$ cat src/rtl/belt_pkg.sv
package belt_pkg;

    localparam int unsigned FIRST_TICKS_DEF  = 5;
    localparam int unsigned SECOND_TICKS_DEF = 10;

    typedef enum logic [1:0] {
        ST_IDLE  = 2'd0,
        ST_WAIT  = 2'd1,
        ST_ALARM = 2'd2
    } ctrl_state_e;

    typedef struct packed {
        logic key_on;
        logic key_off;
        logic belt;
        logic ev_first;
        logic ev_second;
    } ctrl_events_t;

    typedef struct packed {
        logic start;
        logic alarm_on;
        logic alarm_off;
    } ctrl_pulses_t;

    typedef struct packed {
        ctrl_state_e  next;
        ctrl_pulses_t pulses;
    } ctrl_reaction_t;

    // One reaction of the control machine: next state and emitted pulses.
    function automatic ctrl_reaction_t ctrl_react(ctrl_state_e cur, ctrl_events_t ev);
        ctrl_reaction_t r;
        r.next   = cur;
        r.pulses = '0;
        unique case (cur)
            ST_IDLE: begin
                if (ev.key_on) begin
                    r.next         = ST_WAIT;
                    r.pulses.start = 1'b1;
                end
            end
            ST_WAIT: begin
                // leaving quietly takes precedence over the first timer event
                if (ev.key_off || ev.belt) begin
                    r.next = ST_IDLE;
                end else if (ev.ev_first) begin
                    r.next            = ST_ALARM;
                    r.pulses.alarm_on = 1'b1;
                end
            end
            ST_ALARM: begin
                if (ev.key_off || ev.belt || ev.ev_second) begin
                    r.next             = ST_IDLE;
                    r.pulses.alarm_off = 1'b1;
                end
            end
            default: begin
                r.next = ST_IDLE;
            end
        endcase
        return r;
    endfunction

endpackage

$ cat src/rtl/belt_tick_timer.sv
module belt_tick_timer
    import belt_pkg::*;
#(
    parameter int unsigned FIRST_TICKS  = FIRST_TICKS_DEF,
    parameter int unsigned SECOND_TICKS = SECOND_TICKS_DEF
) (
    input  logic clk,
    input  logic rst,
    input  logic start,
    input  logic tick,
    output logic ev_first,
    output logic ev_second
);
    localparam int unsigned CNT_W = $clog2(SECOND_TICKS + 1);
    localparam logic [CNT_W-1:0] FIRST_LAST  = CNT_W'(FIRST_TICKS - 1);
    localparam logic [CNT_W-1:0] SECOND_LAST = CNT_W'(SECOND_TICKS - 1);

    typedef struct packed {
        logic             run;
        logic [CNT_W-1:0] cnt;
    } timer_state_t;

    timer_state_t cur_q, nxt;
    logic         counting;

    assign counting  = cur_q.run && tick && !start;
    assign ev_first  = counting && (cur_q.cnt == FIRST_LAST);
    assign ev_second = counting && (cur_q.cnt == SECOND_LAST);

    always_comb begin
        nxt = cur_q;
        if (start) begin
            nxt.run = 1'b1;
            nxt.cnt = '0;
        end else if (counting) begin
            if (ev_second) begin
                nxt.run = 1'b0;
                nxt.cnt = '0;
            end else begin
                nxt.cnt = cur_q.cnt + 1'b1;
            end
        end
    end

    always_ff @(posedge clk) begin
        if (rst) begin
            cur_q <= '0;
        end else begin
            cur_q <= nxt;
        end
    end
endmodule

$ cat src/rtl/belt_ctrl_fsm.sv
module belt_ctrl_fsm
    import belt_pkg::*;
(
    input  logic         clk,
    input  logic         rst,
    input  ctrl_events_t ev,
    output ctrl_pulses_t pulses,
    output logic         alarming
);
    ctrl_state_e    state_q;
    ctrl_reaction_t react;

    always_comb begin
        react = ctrl_react(state_q, ev);
    end

    assign pulses   = react.pulses;
    assign alarming = (state_q == ST_ALARM);

    always_ff @(posedge clk) begin
        if (rst) begin
            state_q <= ST_IDLE;
        end else begin
            state_q <= react.next;
        end
    end
endmodule

$ cat src/rtl/belt_reminder_top.sv
module belt_reminder_top
    import belt_pkg::*;
#(
    parameter int unsigned FIRST_TICKS  = FIRST_TICKS_DEF,
    parameter int unsigned SECOND_TICKS = SECOND_TICKS_DEF
) (
    input  logic clk,
    input  logic rst,
    input  logic key_on,
    input  logic key_off,
    input  logic belt_on,
    input  logic sec_tick,
    output logic timer_start,
    output logic alarm_on,
    output logic alarm_off,
    output logic alarm_active
);
    ctrl_events_t ev;
    ctrl_pulses_t pulses;
    logic         ev_first;
    logic         ev_second;

    always_comb begin
        ev.key_on    = key_on;
        ev.key_off   = key_off;
        ev.belt      = belt_on;
        ev.ev_first  = ev_first;
        ev.ev_second = ev_second;
    end

    belt_tick_timer #(
        .FIRST_TICKS  (FIRST_TICKS),
        .SECOND_TICKS (SECOND_TICKS)
    ) u_timer (
        .clk       (clk),
        .rst       (rst),
        .start     (pulses.start),
        .tick      (sec_tick),
        .ev_first  (ev_first),
        .ev_second (ev_second)
    );

    belt_ctrl_fsm u_ctrl (
        .clk      (clk),
        .rst      (rst),
        .ev       (ev),
        .pulses   (pulses),
        .alarming (alarm_active)
    );

    assign timer_start = pulses.start;
    assign alarm_on    = pulses.alarm_on;
    assign alarm_off   = pulses.alarm_off;
endmodule

$ cat config.mk
export PLATFORM = sky130hd
export DESIGN_NAME = belt_reminder_top
export DESIGN_NICKNAME = d
export VERILOG_FILES = /design/src/rtl/belt_pkg.sv /design/src/rtl/belt_tick_timer.sv /design/src/rtl/belt_ctrl_fsm.sv /design/src/rtl/belt_reminder_top.sv
export SDC_FILE = /design/constraint.sdc
export NUM_CORES = 1
export LEC_CHECK = 0
export BUFFER_PORTS_ARGS = -buffer_cell sky130_fd_sc_hd__buf_2
export CAP_MARGIN = 5
export CORE_AREA = 2 2 39 41
export CTS_CLUSTER_DIAMETER = 200
export DETAILED_ROUTE_END_ITERATION = 10
export DIE_AREA = 0 0 41 43
export GPL_ROUTABILITY_DRIVEN = 0
export HOLD_SLACK_MARGIN = 0.02
export PLACE_DENSITY = 0.6
export SLEW_MARGIN = 20
export SYNTH_ARGS = -nofsm -noshare
export SYNTH_HDL_FRONTEND = slang
export SYNTH_SLANG_ARGS = --single-unit
$ cat constraint.sdc
create_clock -name clk -period 2 [get_ports clk]
set_input_delay 0.4 -clock clk [delete_from_list [all_inputs] [get_ports clk]]
set_output_delay 0.4 -clock clk [all_outputs]
set_load 0.05 [all_outputs]
==> impl_metrics.env <==
export IMPL_vdd_drop_max_v=0.000208
export IMPL_hold_path_class="input pin to flip-flop"
export IMPL_path_max_fanout=4
export IMPL_drive_gt1_share_pct=36.4
export IMPL_finalHoldViolations=0
export IMPL_synth_warnings=0
export IMPL_outcome="completed"
export IMPL_cts_hold_buf=0
export IMPL_clkSinkCount=7
export IMPL_drt_iter0_markers=9
export IMPL_max_freq_ghz=0.518
export IMPL_slew_violations=0
export IMPL_reg2reg_depth=5
export IMPL_powerDensity_mw_per_mm2=552
export IMPL_clk_latency_ns=0.25
export IMPL_ys_flop_type="dfxtp_1"
export IMPL_synth_top_area_cell="dfxtp_1"
export IMPL_fp_dieW_um=41
export IMPL_postLayoutCellArea_um2=582
export IMPL_power_total_mw=0.321
export IMPL_utilization_pct=42.0
export IMPL_synth_net_count=60
export IMPL_yosysSeqAreaShare_pct=31.5
export IMPL_synth_top_cell_area_share_pct=31.5
export IMPL_syn_area_um2=445
export IMPL_cts_tree="done"
export IMPL_first_pass_iters=4
export IMPL_grt_start_max_net_pins=11
export IMPL_start_kind="flip-flop"
export IMPL_grt_pass1_wl_mm=1.55
export IMPL_crit_required_ns=1.60
export IMPL_maxCapViolations=0
export IMPL_max_stage_delay_ns=0.42
export IMPL_grt_pass1_vias=380
export IMPL_skew_ns=0.00563
export IMPL_drcViolationCount=0
export IMPL_die_h_um=43
export IMPL_final_setup_tns_ns=0
export IMPL_cpMaxStageDelayCell="or3b_4"
export IMPL_yosys_top_cells_area="dfxtp_1, ha_1, nand3b_1, a21oi_1, o21ai_0"
export IMPL_hpwl_um=772
export IMPL_cts_setup_buffers=0
export IMPL_tightestPinTransition_ns=0.238
export IMPL_postSynth_asyncResetShare_pct=0
export IMPL_antenna_found_initial=0
export IMPL_numCtsBuffers=3
export IMPL_root_buffer="clkbuf_4"
export IMPL_synth_edf_count=0
export IMPL_end_kind="output port"
export IMPL_grt_total_usage_pct=13.4
export IMPL_path_clk_slew_ns=0.05
export IMPL_vias_per_cell=5.22
export IMPL_diodes=0
export IMPL_syn_area_per_cell_um2=8.73
export IMPL_arrival_ns=1.53
export IMPL_num_vias=428
export IMPL_syn2layout_area_growth_pct=30.6
export IMPL_whs_ns=0.358
export IMPL_path_cells="or3b_4 -> inv_4 -> nor3_1 -> o31a_1 -> buf_6"
export IMPL_fill_cells=153
export IMPL_relSlewSlack_pct=84.1
export IMPL_pin_count=10
export IMPL_cts_buffer_depth=2
export IMPL_post_dp_cell_area_um2=546
export IMPL_wl_per_cell_um=12.1
export IMPL_worstSetupPathType="flip-flop to output port"
export IMPL_synth_seq_cells=7
export IMPL_finalCritPeriodShare_pct=96.5
export IMPL_period_needed_ns=1.93
export IMPL_syn_inst=51
export IMPL_die_area_mm2=0.00176
export IMPL_setup_viol=0
export IMPL_drt_antenna_violating_nets=0
export IMPL_rsz0062_at_grt="no"
export IMPL_start_util_pct=32.2
export IMPL_leakage_nw=0.230
export IMPL_synth_cell_type_count=28
export IMPL_fp_row_count=14
export IMPL_grt_overflow=0
export IMPL_totalWireLength_um=989
export IMPL_portBuffers=9
export IMPL_htreeDepth=1
export IMPL_hold_path_depth=2
export IMPL_nNetsFinal=76
export IMPL_core_area_mm2=0.00138
[what timing repair did]
action / 4_1_cts / 5_1_grt
pin swaps: 0 / 1
gates resized for setup: 3 / 1
setup endpoints to repair: 1 / 1
[layer usage]
layer	GRT usage (%)	vias up	routed length, um
li1	-	223	-
met1	16.7	194	451
met3	3.14	2	68
met2	18.8	9	461
met5	0	-	0
met4	10.0	0	7
[state kept, by name (all words and copies together) (netlist names)]
name	flops
u_ctrl.state_q	2
u_timer.cur_q	5
[critical path, delay by kind of cell (launching register included)]
family / cells / cell delay (ns)
and+or+nand+nor: 2 / 0.47
DFF: 1 / 0.33
buffers and inverters: 2 / 0.23
AOI/OAI and AO/OA: 1 / 0.25
[path summary, 6_finish.rpt]
| path | from | slack [ns] | to |
|---|---|---|---|
| max | u_ctrl.state_q[1]$_SDFFE_PP0P_ | 0.07 | alarm_off |
| max reg2reg | u_timer.cur_q[1]$_SDFFE_PP0P_ | 0.37 | u_ctrl.state_q[1]$_SDFFE_PP0P_ |
| min reg2reg | u_timer.cur_q[1]$_SDFFE_PP0P_ | 0.50 | u_timer.cur_q[1]$_SDFFE_PP0P_ |
| min | key_off | 0.36 | u_ctrl.state_q[1]$_SDFFE_PP0P_ |
[cell type report]
cell class / count / area (um2) / area share, %
Inverter: 5 / 21.3 / 3.66
Tap cell: 16 / 20.0 / 3.44
Timing Repair Buffer: 12 / 73.8 / 12.7
Sequential cell: 7 / 141 / 24.3
Multi-Input combinational cell: 38 / 299 / 51.4
Clock buffer: 4 / 26.3 / 4.52
[cell usage in the layout, fill, tap and decap left out, types with 3 or more instances in the layout]
cell,instances
a21oi_1,4
buf_2,8
buf_4,3
clkbuf_4,3
dfxtp_1,6
ha_1,3
inv_1,4
nand3b_1,3
o21ai_0,3
[stage by stage]
step                      std cells  setup slack (ns)
final                            82            0.0691
after global routing             82          0.000654
after CTS                        82            0.0129
after detailed placement         78             0.121
after global placement           78             0.125
after floorplan                  51            0.0431
[report_power, final]
group          total [mW]  switching (mW)  leakage, nW  internal [mW]
Combinational      0.0442          0.0272        0.158         0.0170
Sequential          0.148         0.00437       0.0573          0.144
Clock               0.129          0.0527       0.0150         0.0762
[cells in the mapped netlist (all sizes together), types with 2 or more instances]
cell    instances
nor2            2
o21ai           3
nand3b          3
nor3            2
a21oi           4
dfxtp           7
or4             2
ha              3
nand3           2
nand4           2
inv             5
nand2           2
[cell families (layout without fill, tap and decap cells)]
group / after synthesis / after routing / synth area share, %
simple gates: 22 / 22 / 32.6
compound gates: 12 / 12 / 19.4
flops: 7 / 7 / 31.5
buf+inv: 6 / 21 / 5.90
fa+ha+maj: 3 / 3 / 8.43
mux: 1 / 1 / 2.25
(Power assumes the default switching activity.)
